### src/rtl/fpinv_pkg.sv
package fpinv_pkg;
   localparam int FLAG_W = 9;
   localparam int F_SNAN = 0;
   localparam int F_ISI  = 1;
   localparam int F_IDI  = 2;
   localparam int F_ZDZ  = 3;
   localparam int F_IMZ  = 4;
   localparam int F_VCMP = 5;
   localparam int F_SQRT = 6;
   localparam int F_CVT  = 7;
   localparam int F_ZDIV = 8;

   typedef enum logic [3:0] {
      OP_ADD   = 4'd0,
      OP_SUB   = 4'd1,
      OP_MUL   = 4'd2,
      OP_DIV   = 4'd3,
      OP_FMADD = 4'd4,
      OP_FMSUB = 4'd5,
      OP_SQRT  = 4'd6,
      OP_CMPU  = 4'd7,
      OP_CMPO  = 4'd8,
      OP_CVT   = 4'd9
   } fpinv_op_e;

   typedef struct packed {
      logic sign;
      logic zero;
      logic inf;
      logic nan;
      logic qnan;
      logic snan;
   } fpinv_class_t;
endpackage

### src/rtl/fpinv_classify.sv
module fpinv_classify
   import fpinv_pkg::*;
#(
   parameter int EXP_W  = 11,
   parameter int FRAC_W = 52
) (
   input  logic [EXP_W+FRAC_W:0] val_i,
   output fpinv_class_t          cls_o
);
   localparam int SIGN_POS = EXP_W + FRAC_W;

   if (EXP_W < 2) begin : g_bad_exp
      $error("fpinv_classify: EXP_W must be at least 2");
   end
   if (FRAC_W < 2) begin : g_bad_frac
      $error("fpinv_classify: FRAC_W must be at least 2");
   end

   logic [EXP_W-1:0]  expf;
   logic [FRAC_W-1:0] frac;
   logic              exp_max;
   logic              frac_nz;

   assign expf = val_i[SIGN_POS-1 -: EXP_W];
   assign frac = val_i[FRAC_W-1:0];

   always_comb begin
      exp_max    = &expf;
      frac_nz    = |frac;
      cls_o.sign = val_i[SIGN_POS];
      cls_o.zero = ~(|expf) & ~frac_nz;
      cls_o.inf  = exp_max & ~frac_nz;
      cls_o.nan  = exp_max & frac_nz;
      cls_o.qnan = exp_max & frac_nz & frac[FRAC_W-1];
      cls_o.snan = exp_max & frac_nz & ~frac[FRAC_W-1];
   end

   // a NaN is exactly one of quiet or signalling, and never infinite or zero
   always_comb begin
      if (cls_o.nan) begin
         assert_nan_kind_R1: assert (cls_o.qnan != cls_o.snan && !cls_o.inf && !cls_o.zero)
            else $error("NaN kind inconsistent");
      end
   end
endmodule

### src/rtl/fpinv_pair.sv
module fpinv_pair
   import fpinv_pkg::*;
(
   input  fpinv_class_t x_i,
   input  fpinv_class_t y_i,
   input  logic         chk_isi_i,
   input  logic         chk_idi_i,
   input  logic         chk_zdz_i,
   input  logic         chk_imz_i,
   input  logic         neg_i,
   output logic         isi_o,
   output logic         idi_o,
   output logic         zdz_o,
   output logic         imz_o
);
   logic both_inf;
   logic same_sign;

   always_comb begin
      both_inf  = x_i.inf & y_i.inf;
      same_sign = (x_i.sign == y_i.sign);
      isi_o     = chk_isi_i & both_inf & (neg_i ? same_sign : ~same_sign);
      idi_o     = chk_idi_i & both_inf;
      zdz_o     = chk_zdz_i & x_i.zero & y_i.zero;
      imz_o     = chk_imz_i & ((x_i.zero & y_i.inf) | (x_i.inf & y_i.zero));
   end

   // the inf-minus-inf hit needs two infinite operands with the sign rule met
   always_comb begin
      if (isi_o) begin
         assert_isi_inf_R2: assert (x_i.inf && y_i.inf &&
                                    ((x_i.sign == y_i.sign) == neg_i))
            else $error("inf-inf raised without matching infinities");
      end
   end
endmodule

### src/rtl/fpinv_detect.sv
module fpinv_detect
   import fpinv_pkg::*;
#(
   parameter int EXP_W          = 11,
   parameter int FRAC_W         = 52,
   parameter bit PROD_NAN_BLOCK = 1'b1
) (
   input  logic [EXP_W+FRAC_W:0] opa_i,
   input  logic [EXP_W+FRAC_W:0] opb_i,
   input  logic [EXP_W+FRAC_W:0] opc_i,
   input  logic [3:0]            op_i,
   input  logic [FLAG_W-1:0]     chk_en_i,
   input  logic                  inv_en_i,
   output logic [FLAG_W-1:0]     flags_o,
   output logic [2:0]            nan_o,
   output logic [2:0]            qnan_o,
   output logic [2:0]            snan_o
);
   localparam int W      = 1 + EXP_W + FRAC_W;
   localparam int N_OPND = 3;
   localparam logic [FLAG_W-1:0] ZDIV_BIT = FLAG_W'(1) << F_ZDIV;

   logic [W-1:0]  opnd [N_OPND];
   fpinv_class_t  cls  [N_OPND];
   fpinv_class_t  prod;

   assign opnd[0] = opa_i;
   assign opnd[1] = opb_i;
   assign opnd[2] = opc_i;

   for (genvar i = 0; i < N_OPND; i++) begin : g_cls
      fpinv_classify #(.EXP_W(EXP_W), .FRAC_W(FRAC_W)) u_cls (
         .val_i (opnd[i]),
         .cls_o (cls[i])
      );
      assign nan_o[i]  = cls[i].nan;
      assign qnan_o[i] = cls[i].qnan;
      assign snan_o[i] = cls[i].snan;
   end

   // Product class for multiply-add, derived without a multiplier
   logic prod_inf_base;
   assign prod_inf_base = (cls[0].inf | cls[1].inf) & ~cls[0].zero & ~cls[1].zero;

   if (PROD_NAN_BLOCK) begin : g_prod_nanblk
      assign prod.inf = prod_inf_base & ~cls[0].nan & ~cls[1].nan;
   end else begin : g_prod_plain
      assign prod.inf = prod_inf_base;
   end
   assign prod.sign = cls[0].sign ^ cls[1].sign;
   assign prod.zero = 1'b0;
   assign prod.nan  = 1'b0;
   assign prod.qnan = 1'b0;
   assign prod.snan = 1'b0;

   // Operation decode
   logic [N_OPND-1:0] snan_sel;
   logic en_isi_ab, en_idi, en_zdz, en_imz, neg_ab;
   logic en_isi_pc, neg_pc;
   logic is_div, is_sqrt, is_cmp, is_ord, is_cvt;

   always_comb begin
      snan_sel  = '0;
      en_isi_ab = 1'b0;
      en_idi    = 1'b0;
      en_zdz    = 1'b0;
      en_imz    = 1'b0;
      neg_ab    = 1'b0;
      en_isi_pc = 1'b0;
      neg_pc    = 1'b0;
      is_div    = 1'b0;
      is_sqrt   = 1'b0;
      is_cmp    = 1'b0;
      is_ord    = 1'b0;
      is_cvt    = 1'b0;
      case (op_i)
         OP_ADD:   begin snan_sel = 3'b011; en_isi_ab = 1'b1; end
         OP_SUB:   begin snan_sel = 3'b011; en_isi_ab = 1'b1; neg_ab = 1'b1; end
         OP_MUL:   begin snan_sel = 3'b011; en_imz = 1'b1; end
         OP_DIV:   begin snan_sel = 3'b011; en_idi = 1'b1; en_zdz = 1'b1; is_div = 1'b1; end
         OP_FMADD: begin snan_sel = 3'b111; en_imz = 1'b1; en_isi_pc = 1'b1; end
         OP_FMSUB: begin snan_sel = 3'b111; en_imz = 1'b1; en_isi_pc = 1'b1; neg_pc = 1'b1; end
         OP_SQRT:  begin snan_sel = 3'b001; is_sqrt = 1'b1; end
         OP_CMPU:  begin snan_sel = 3'b011; is_cmp = 1'b1; end
         OP_CMPO:  begin snan_sel = 3'b011; is_cmp = 1'b1; is_ord = 1'b1; end
         OP_CVT:   begin snan_sel = 3'b001; is_cvt = 1'b1; end
         default:  ;
      endcase
   end

   logic isi_ab, idi_ab, zdz_ab, imz_ab;
   logic isi_pc, idi_pc, zdz_pc, imz_pc;

   fpinv_pair u_pair_ab (
      .x_i       (cls[0]),
      .y_i       (cls[1]),
      .chk_isi_i (en_isi_ab),
      .chk_idi_i (en_idi),
      .chk_zdz_i (en_zdz),
      .chk_imz_i (en_imz),
      .neg_i     (neg_ab),
      .isi_o     (isi_ab),
      .idi_o     (idi_ab),
      .zdz_o     (zdz_ab),
      .imz_o     (imz_ab)
   );

   fpinv_pair u_pair_pc (
      .x_i       (prod),
      .y_i       (cls[2]),
      .chk_isi_i (en_isi_pc),
      .chk_idi_i (1'b0),
      .chk_zdz_i (1'b0),
      .chk_imz_i (1'b0),
      .neg_i     (neg_pc),
      .isi_o     (isi_pc),
      .idi_o     (idi_pc),
      .zdz_o     (zdz_pc),
      .imz_o     (imz_pc)
   );

   logic [N_OPND-1:0] snan_vec;
   logic              snan_hit;
   logic              qnan_ab;
   logic              zdiv_cond;
   logic [FLAG_W-1:0] raw;

   always_comb begin
      for (int k = 0; k < N_OPND; k++) begin
         snan_vec[k] = cls[k].snan;
      end
      snan_hit  = |(snan_vec & snan_sel);
      qnan_ab   = cls[0].qnan | cls[1].qnan;
      zdiv_cond = is_div & ~cls[0].nan & ~cls[0].inf & ~cls[0].zero & cls[1].zero;

      raw         = '0;
      raw[F_SNAN] = snan_hit;
      raw[F_ISI]  = isi_ab | isi_pc;
      raw[F_IDI]  = idi_ab | idi_pc;
      raw[F_ZDZ]  = zdz_ab | zdz_pc;
      raw[F_IMZ]  = imz_ab | imz_pc;
      raw[F_SQRT] = is_sqrt & cls[0].sign;
      raw[F_CVT]  = is_cvt & (cls[0].nan | cls[0].inf);
      if (is_ord) begin
         raw[F_VCMP] = snan_hit ? ~inv_en_i : qnan_ab;
      end

      if (zdiv_cond) begin
         flags_o = chk_en_i & ZDIV_BIT;
      end else begin
         flags_o = raw & chk_en_i;
      end
   end

   // Checks on the assembled output
   always_comb begin
      if (zdiv_cond) begin
         assert_zdiv_alone_R5: assert ((flags_o & ~ZDIV_BIT) == '0)
            else $error("divide-by-zero not exclusive");
      end
      if (flags_o[F_CVT]) begin
         assert_cvt_only_R9: assert (op_i == OP_CVT)
            else $error("convert flag outside convert");
      end
      assert_mask_R10: assert ((flags_o & ~chk_en_i) == '0)
         else $error("disabled flag reported");
      if (op_i > OP_CVT) begin
         assert_unused_op_R11: assert (flags_o == '0)
            else $error("flags on unused op code");
      end
      if (flags_o[F_VCMP]) begin
         assert_vcmp_nan_R8: assert (op_i == OP_CMPO && (nan_o[0] || nan_o[1]))
            else $error("invalid compare without NaN");
      end
   end
endmodule

### config.mk
export PLATFORM = sky130hd
export DESIGN_NAME = fpinv_detect
export DESIGN_NICKNAME = d
export VERILOG_FILES = /design/src/rtl/fpinv_pkg.sv /design/src/rtl/fpinv_classify.sv /design/src/rtl/fpinv_pair.sv /design/src/rtl/fpinv_detect.sv
export SDC_FILE = /design/constraint.sdc
export NUM_CORES = 1
export LEC_CHECK = 0
export BUFFER_PORTS_ARGS = -buffer_cell sky130_fd_sc_hd__buf_4
export CAP_MARGIN = 20
export CORE_AREA = 2 2 87 89
export DETAILED_ROUTE_END_ITERATION = 10
export DIE_AREA = 0 0 89 91
export PLACE_DENSITY = 0.6
export SETUP_SLACK_MARGIN = 0.15
export SYNTH_ARGS = -nofsm -noshare
export SYNTH_HDL_FRONTEND = slang
export SYNTH_SLANG_ARGS = --single-unit
### constraint.sdc
create_clock -name vclk -period 2.6
set_clock_uncertainty 0.15 [all_clocks]
set_input_delay 0 -clock vclk [all_inputs]
set_output_delay 0 -clock vclk [all_outputs]
set_load 0.01 [all_outputs]
### After elaboration in Yosys (flattened, before gate mapping)

Cells that the tools add are included.

* reduce and logical (&&, ||, !) cells: 15
* bitwise operators: 60
* muxes and demuxes: 15
* equality and inequality tests: 11

Operators with widths (number)
* 52-bit OR reduction: 3
* 1-bit bitwise AND: 36
* 11-bit AND reduction: 3
* 11-bit OR reduction: 2
* 4-bit by 3-bit equality test with 1-bit output (second input constant): 4
* 1-bit inverter: 16
* 1-bit two-way mux: 13
* 8-bit by 9-bit bitwise AND with 9-bit output: 1
* 9-bit two-way mux: 1
* 3-bit one-hot mux with 3 select lines: 1
* 4-bit by 2-bit equality test with 1-bit output (second input constant): 2
* 4-bit equality test (second input constant): 2
* 2-bit OR reduction: 3
* 3-bit OR reduction: 2
* 6-bit OR reduction: 1
* 1-bit bitwise OR: 5
* 4-bit by 1-bit equality test with 1-bit output (second input constant): 1
* 4-bit logical NOT: 1
* 3-bit bitwise AND: 1
* 1-bit equality test: 2
* 1-bit XOR: 1

* logic and storage cells: 101
* output and inout port bits: 18
* input bits: 206
* bits in registers: 0

### Longest topological paths before layout

Gate-level depths: netlist (run 1).

* depth after elaboration: 14
* depth in mapped cells: 8
* depth with buffers taken out: 8

### Hierarchy

Synthesis (run 1) repeated with hierarchy kept, for this count alone.

* cells, all modules: 159
* area, all modules: 1129.8 sq um

Modules (own cells, without submodules)
* fpinv_classify: seq. area each 0.0 sq um, area each 227.7 sq um, times used 3, cells an instance 32
* fpinv_detect: seq. area each 0.0 sq um, area each 331.6 sq um, times used 1, cells an instance 49
* fpinv_pair: seq. area each 0.0 sq um, area each 57.6 sq um, times used 2, cells an instance 7

### Worst setup path before layout (run 1)

OpenSTA, ideal clock, no wires.

* path type: in2out
* from: input opa_i[46]
* to: output flags_o[5]
* stages: 8
* path buffers: 0
* data arrival time: 1.641 ns
* slack: 0.809 ns
* required time: 2.450 ns
* cells stage by stage: nor4_1 > nand2_1 > nor3_2 > a21oi_1 > a21o_1 > a22o_1 > mux2_4 > nor3_2

* word-level cells in the longest chain between the ends: 9

RTL lines
* from (decl): line fpinv_detect.sv:8 `input logic [EXP_W+FRAC_W:0] opa_i,`
* 52-bit OR reduction (*): line fpinv_classify.sv:29 `frac_nz = |frac;`
* 1-bit bitwise AND (*): line fpinv_classify.sv:33 `cls_o.nan = exp_max & frac_nz;`
* named net nan_o[0]: line fpinv_detect.sv:15 `output logic [2:0] nan_o,`
* 1-bit bitwise AND: line fpinv_classify.sv:35 `cls_o.snan = exp_max & frac_nz & ~frac[FRAC_W-1];`
* 3-bit bitwise AND: line fpinv_detect.sv:132 `snan_hit = |(snan_vec & snan_sel);`
* 3-bit OR reduction: line fpinv_detect.sv:132
* 1-bit two-way mux: line fpinv_detect.sv:145 `raw[F_VCMP] = snan_hit ? ~inv_en_i : qnan_ab;`
* 1-bit two-way mux: line fpinv_detect.sv:144 `if (is_ord) begin`
* 8-bit by 9-bit bitwise AND with 9-bit output: line fpinv_detect.sv:151 `flags_o = raw & chk_en_i;`
* 9-bit two-way mux (*): line fpinv_detect.sv:148 `if (zdiv_cond) begin`
* to (decl): line fpinv_detect.sv:14 `output logic [FLAG_W-1:0] flags_o,`

Mark *: on every way through the listed nets, which the timed path passes. The rest lies on a longest branch.

### Worst setup path after layout (run 1)

* from: input opa_i[38]
* to: output flags_o[5]

* word-level cells in the longest chain between the ends: 9

RTL lines (line)
* 52-bit OR reduction (*): fpinv_classify.sv:29
* 1-bit bitwise AND: fpinv_classify.sv:33, fpinv_classify.sv:34, fpinv_classify.sv:35
* 1-bit bitwise AND: fpinv_classify.sv:35
* 3-bit bitwise AND: fpinv_detect.sv:132
* 3-bit OR reduction: fpinv_detect.sv:132
* 1-bit two-way mux: fpinv_detect.sv:145
* 1-bit two-way mux: fpinv_detect.sv:144
* 8-bit by 9-bit bitwise AND with 9-bit output: fpinv_detect.sv:151
* 9-bit two-way mux (*): fpinv_detect.sv:148

Mark *: on every way between the ends. The rest lies on a longest branch, timed or not.

==> flow_metrics.py, run 1 <==
metrics = {
    "pwr": {
        "ir_worst_vdd_mv": 0.0454,
        "p_leak_uw": 0.00127,
        "p_per_area_mw_per_mm2": 108,
        "p_total_uw": 288,
    },
    "setup_path": {
        "setup.worst_path.start": "opa_i[38]",
        "worstSetupStartpointType": "primary input",
        "worstSetupPathType": "in2out",
        "worstSetupEndpoint": "flags_o[5]",
        "path_max_fanout": 5,
        "cp-end-kind": "output port",
        "arrival_ps": 2030,
        "cp_data_required_time_ps": 2450,
    },
    "floorplanning": {
        "core_mm2": 0.00714,
        "io-pin-count": 224,
        "initial_utilization": 0.121,
        "die-area_mm2": 0.00810,
        "die_h_um": 91,
        "die_w_um": 89,
        "rows": 31,
    },
    "grt": {
        "grt_remaining_overflow": 0,
        "grt_pass1_wl_um": 9320,
        "grt_pass1_vias": 2192,
        "antenna_found_initial": 0,
        "grt_usage": 0.142,
        "grt_max_degree": 11,
    },
    "cells_and_area": {
        "final_cells": 455,
        "nets": 564,
        "areaGrowthSynthToFinish_pct": 208,
        "fillCellCount": 782,
        "drive_gt1_frac": 0.660,
        "regArea_um2": 0,
        "diodes": 0,
        "seq_cell_count": 0,
        "nClkBuffers": 0,
    },
    "sta": {
        "fin_setup_tns_ps": 0,
        "fin_crit_sh": 0.839,
        "max_freq_mhz": 458,
        "finalHoldViolCount": 0,
        "rsz0062_at_grt": "no",
        "timing.hold.ws_ps": 126,
        "tightest_slew_ps": 471,
        "min_period_ps": 2180,
        "slew_violations": 0,
        "slew_headroom": 0.681,
        "finalSetupViolations": 0,
    },
    "synth": {
        "synth_top_area_share": 0.312,
        "netlist_instances": 134,
        "synth_common_cells": "43 x nor4_1, 12 x nand2_1, 11 x nand3_1, 11 x nand4_1, 6 x nor2_1",
        "yosysMostFrequentCell": "nor4_1",
        "netlist_area_um2": 863,
        "yosys-top-cells-area": "nor4_1 31%, nand4_1 8.0%, nor4_2 7.2%",
        "syn_nets": 340,
        "synth_top_cell_by_area": "nor4_1",
        "ys_warn_count": 0,
        "seq_area_frac_synth": 0,
        "syn_avg_cell_area_um2": 6.44,
        "synth_cell_types": 33,
    },
    "detailed_routing": {
        "ant_nets": 0,
        "wl_per_cell_um": 13.9,
        "dr.pass1.iters": 4,
        "avgViaCountPerCell": 4.48,
        "vias": 2037,
        "drtIter0Drc": 27,
        "drc": 0,
        "drt_wl_total_um": 6350,
    },
    "place": {
        "place_inst": 455,
        "gp_congestion": 0.760,
        "dp_hpwl_um": 5890,
        "port_buffers": 224,
    },
    "status": {
        "status": "completed",
    },
    "cts": {
        "cts_setup_buffers": 0,
        "holdBufCountCts": 0,
        "cts.repair.resized": 0,
    },
    "hold_path": {
        "hp-class": "in2out",
        "hold_depth": 3,
    },
    "job": {
        "max-cap-violations": 0,
    },
}
## per-stage QoR
stage	setup slack, ps	utilization	cell area (um^2)
floorplan	809	-	863
global placement	351	0.373	2660
detailed placement	322	0.373	2660
CTS	318	0.373	2660
global route	157	0.373	2660
finish	418	0.373	2660
## cell usage in the layout (no fill, tap or decap)
master / n
or4_1: 1
a22o_1: 1
nor4_1: 43
mux2_4: 1
and3b_2: 1
and4b_1: 1
o22ai_1: 2
nand3_1: 11
buf_4: 224
nor3_1: 3
nor2b_1: 4
nor2_1: 6
a21o_1: 1
nand4_1: 11
nor3b_1: 1
nor4_2: 5
o21bai_1: 1
nand2b_1: 2
and2_1: 5
xnor2_1: 2
xor2_1: 1
a21boi_1: 1
inv_1: 2
a21oi_1: 2
nor4b_1: 1
o21ai_0: 1
and2b_2: 1
nand2_1: 12
nor3_2: 3
nand3b_1: 1
nor4bb_1: 4
mux2i_1: 1
## worst max-delay path: stages
cell and delay [ps]:
buf_4 100, nor4_1 330, nand2_1 110, nor3_2 260, a21oi_1 220, a21o_1 220, a22o_1 250, mux2_4 310
nor3_2 100, buf_4 140
## power by group
part / leakage [uW] / internal (uW) / switching (uW)
clock network: 0 / 0 / 0
registers: 0 / 0 / 0
logic: 0.00127 / 213 / 75.2
total: 0.00127 / 213 / 75.2
## layer usage
| layer | track usage | vias to the layer above | part of all wire | routed length (um) |
|---|---|---|---|---|
| met2 | 0.310 | 130 | 0.57 | 3590 |
| met1 | 0.141 | 897 | 0.33 | 2080 |
| li1 | - | 1008 | - | - |
| met3 | 0.0155 | 2 | 0.10 | 649 |
| met4 | 0.00498 | 0 | 0.0046 | 29 |
| met5 | 0 | - | 0 | 0 |
## kinds of logic after synthesis
| group | synth area share |
|---|---|
| compound gates | 0.0681 |
| xor+xnor | 0.0304 |
| buf+inv | 0.0188 |
| mux | 0.0290 |
| simple gates | 0.854 |
## how the worst min path moves through the flow
stage / endpoint / start / slack (ps)
finish: snan_o[2] / opc_i[51] / 130
global route: snan_o[2] / opc_i[51] / 150
CTS: snan_o[2] / opc_i[51] / 130
detailed placement: snan_o[2] / opc_i[51] / 130
global placement: snan_o[2] / opc_i[51] / 130
floorplan: snan_o[2] / opc_i[51] / -100
## layout make-up
cell class | instances | area, um^2 | share of cell area
repair buffers | 224 | 1680 | 0.632
well taps | 99 | 124 | 0.0466
inverters | 2 | 7.51 | 0.00282
multi-input cells | 130 | 847 | 0.318
Note: power is estimated with default switching activity, not from simulation.
==> run 2: changes to the inputs <==
Settings changed: ABC_AREA from default to 1, CORE_AREA 2 2 87 89 to 2 2 86 88, DIE_AREA 0 0 89 91 to 0 0 88 90, PLACE_DENSITY 0.6 to 0.65.
Clock period 2.6 ns to 2.09 ns, I/O delays scaled along.
==> run 2 against run 1 <==
Design area grew 9.2%. Critical path type unchanged. Sequential share of layout area stayed put. Total power increased by 35%. First-iteration DRC count is 3.7% lower. Largest cell class unchanged. Cell count rose by 25%.
==> flow_metrics.py, run 2 <==
metrics = {
    "status": {
        "status": "completed",
    },
    "detailed_routing": {
        "avgViaCountPerCell": 4.05,
        "drtIter0Drc": 26,
        "drt_wl_total_um": 6090,
        "wl_per_cell_um": 10.7,
        "drc": 0,
        "dr.pass1.iters": 4,
        "ant_nets": 0,
        "vias": 2315,
    },
    "pwr": {
        "pwr-share-clk": 0,
        "ir_worst_vdd_mv": 0.0498,
        "pwr-share-comb": 1.000,
        "sequentialPowerShare": 0,
        "p_per_area_mw_per_mm2": 134,
        "p_int_uw": 277,
        "switchingPower_uw": 111,
        "swShare": 0.285,
        "p_leak_uw": 0.00156,
    },
    "cells_and_area": {
        "layout_commonest_cell": "buf_4",
        "regArea_um2": 0,
        "final_area_mm2": 0.00290,
        "drive_gt1_frac": 0.504,
        "multi_input_area_mm2": 0.00103,
        "areaGrowthSynthToFinish_pct": 164,
        "nets": 680,
        "layout_common_cells": "224 x buf_4, 114 x nor2_1, 52 x nand2_1",
        "seq_cell_count": 0,
        "fillCellCount": 761,
        "diodes": 0,
        "nClkBuffers": 0,
    },
    "setup_path": {
        "arrival_ps": 1360,
        "setup.worst_path.start": "opa_i[17]",
        "cp-end-kind": "output port",
        "cp_data_required_time_ps": 1940,
        "worstSetupStartpointType": "primary input",
        "path_max_fanout": 3,
        "worstSetupEndpoint": "flags_o[1]",
        "worstSetupPathType": "in2out",
    },
    "sta": {
        "finalSetupViolations": 0,
        "tightest_slew_ps": 448,
        "fin_setup_tns_ps": 0,
        "min_period_ps": 1510,
        "max_freq_mhz": 663,
        "slew_headroom": 0.699,
        "finalHoldViolCount": 0,
        "slew_violations": 0,
        "rsz0062_at_grt": "no",
        "fin_crit_sh": 0.722,
    },
    "synth": {
        "synth_cell_types": 20,
        "synth_top_area_share": 0.390,
        "yosys-top-cells-area": "nor2_1 39%, nand2_1 18%, nand4_1 11%",
        "ys_warn_count": 0,
        "seq_area_frac_synth": 0,
        "synth_common_cells": "114 x nor2_1, 52 x nand2_1, 19 x nand4_1",
        "netlist_area_mm2": 0.00110,
        "synth_top_cell_by_area": "nor2_1",
        "syn_nets": 454,
        "yosysMostFrequentCell": "nor2_1",
        "netlist_instances": 248,
        "syn_avg_cell_area_um2": 4.43,
    },
    "cts": {
        "cts.repair.resized": 0,
        "holdBufCountCts": 0,
        "cts_setup_buffers": 0,
    },
    "place": {
        "dp_hpwl_um": 5720,
        "gp_congestion": 0.817,
        "port_buffers": 224,
        "dpl_cell_area_mm2": 0.00290,
    },
    "floorplanning": {
        "die_h_um": 90,
        "core_mm2": 0.00702,
        "io-pin-count": 224,
        "rows": 31,
        "initial_utilization": 0.156,
        "die_w_um": 88,
        "die-area_mm2": 0.00792,
    },
    "grt": {
        "grt_usage": 0.142,
        "antenna_found_initial": 0,
        "grt_remaining_overflow": 0,
        "grt_pass1_vias": 2245,
        "grt_max_degree": 7,
        "grt_pass1_wl_um": 9470,
    },
    "hold_path": {
        "hold_depth": 3,
        "hp-class": "in2out",
    },
    "job": {
        "max-cap-violations": 0,
    },
}
[run 2: cell count changes in the layout (fill, tap and decap cells not counted), sizes merged, moves of 3 or more]
cell    before  now
nand4       11   19
nor4bb       4    0
nand2       12   55
nor4        48    0
nor2         6  120
inv          2   19
and3         0    3
and2         5    1
nor2b        4    0
[run 2: layout make-up]
| class | count | area share |
|---|---|---|
| Inverter | 19 | 0.0246 |
| Multi-Input combinational cell | 229 | 0.354 |
| Tap cell | 99 | 0.0427 |
| Timing Repair Buffer | 224 | 0.579 |
[run 2: worst max-delay path, stage by stage]
cell and delay, ps:
buf_4 110, nor2_1 100, nand2_1 70, nor2_1 110, nand2_1 70, nor2_2 120, nand3_1 160, nor2_1 180
nand4_1 100, a21oi_1 190, buf_4 150
[run 2: through the flow]
stage / setup slack (ps) / utilization / power (uW) / cells / hold slack (ps)
after floorplan: 943 / - / 75.5 / 248 / -102
after global placement: 528 / 0.414 / 385 / 571 / 107
after detailed placement: 545 / 0.414 / 390 / 571 / 109
after CTS: 539 / 0.414 / 391 / 571 / 109
after global routing: 323 / 0.414 / 428 / 571 / 115
final: 581 / 0.414 / 388 / 571 / 106
[run 2: cell families (layout without fill, tap and decap cells)]
logic type	Yosys count	in the layout	synth area share
and+or+nand+nor	219	219	0.866
buffers and inverters	19	243	0.0649
AOI/OAI and AO/OA	6	6	0.0308
xor gates and xnor gates	4	4	0.0387
[run 2: power groups by stage]
stage	Sequential [uW]	Clock, uW	Combinational [uW]
6_report	0	0	388
5_1_grt	0	0	428
4_1_cts	0	0	391
3_5_place_dp	0	0	390
3_3_place_gp	0	0	385
2_1_floorplan	0	0	75.5
[run 2: how the worst min path moves through the flow]
stage | start | end
after detailed placement | opc_i[51] | snan_o[2]
after floorplan | opb_i[51] | snan_o[1]
final | opc_i[51] | snan_o[2]
after CTS | opc_i[51] | snan_o[2]
after global routing | opc_i[51] | snan_o[2]
after global placement | opc_i[51] | snan_o[2]
[run 2: layer usage]
layer,share of wire,vias up,global-route usage
met5,0,-,0
met4,0.0038,0,0.0128
met3,0.11,2,0.0220
met2,0.52,123,0.279
met1,0.37,946,0.162
li1,-,1244,-
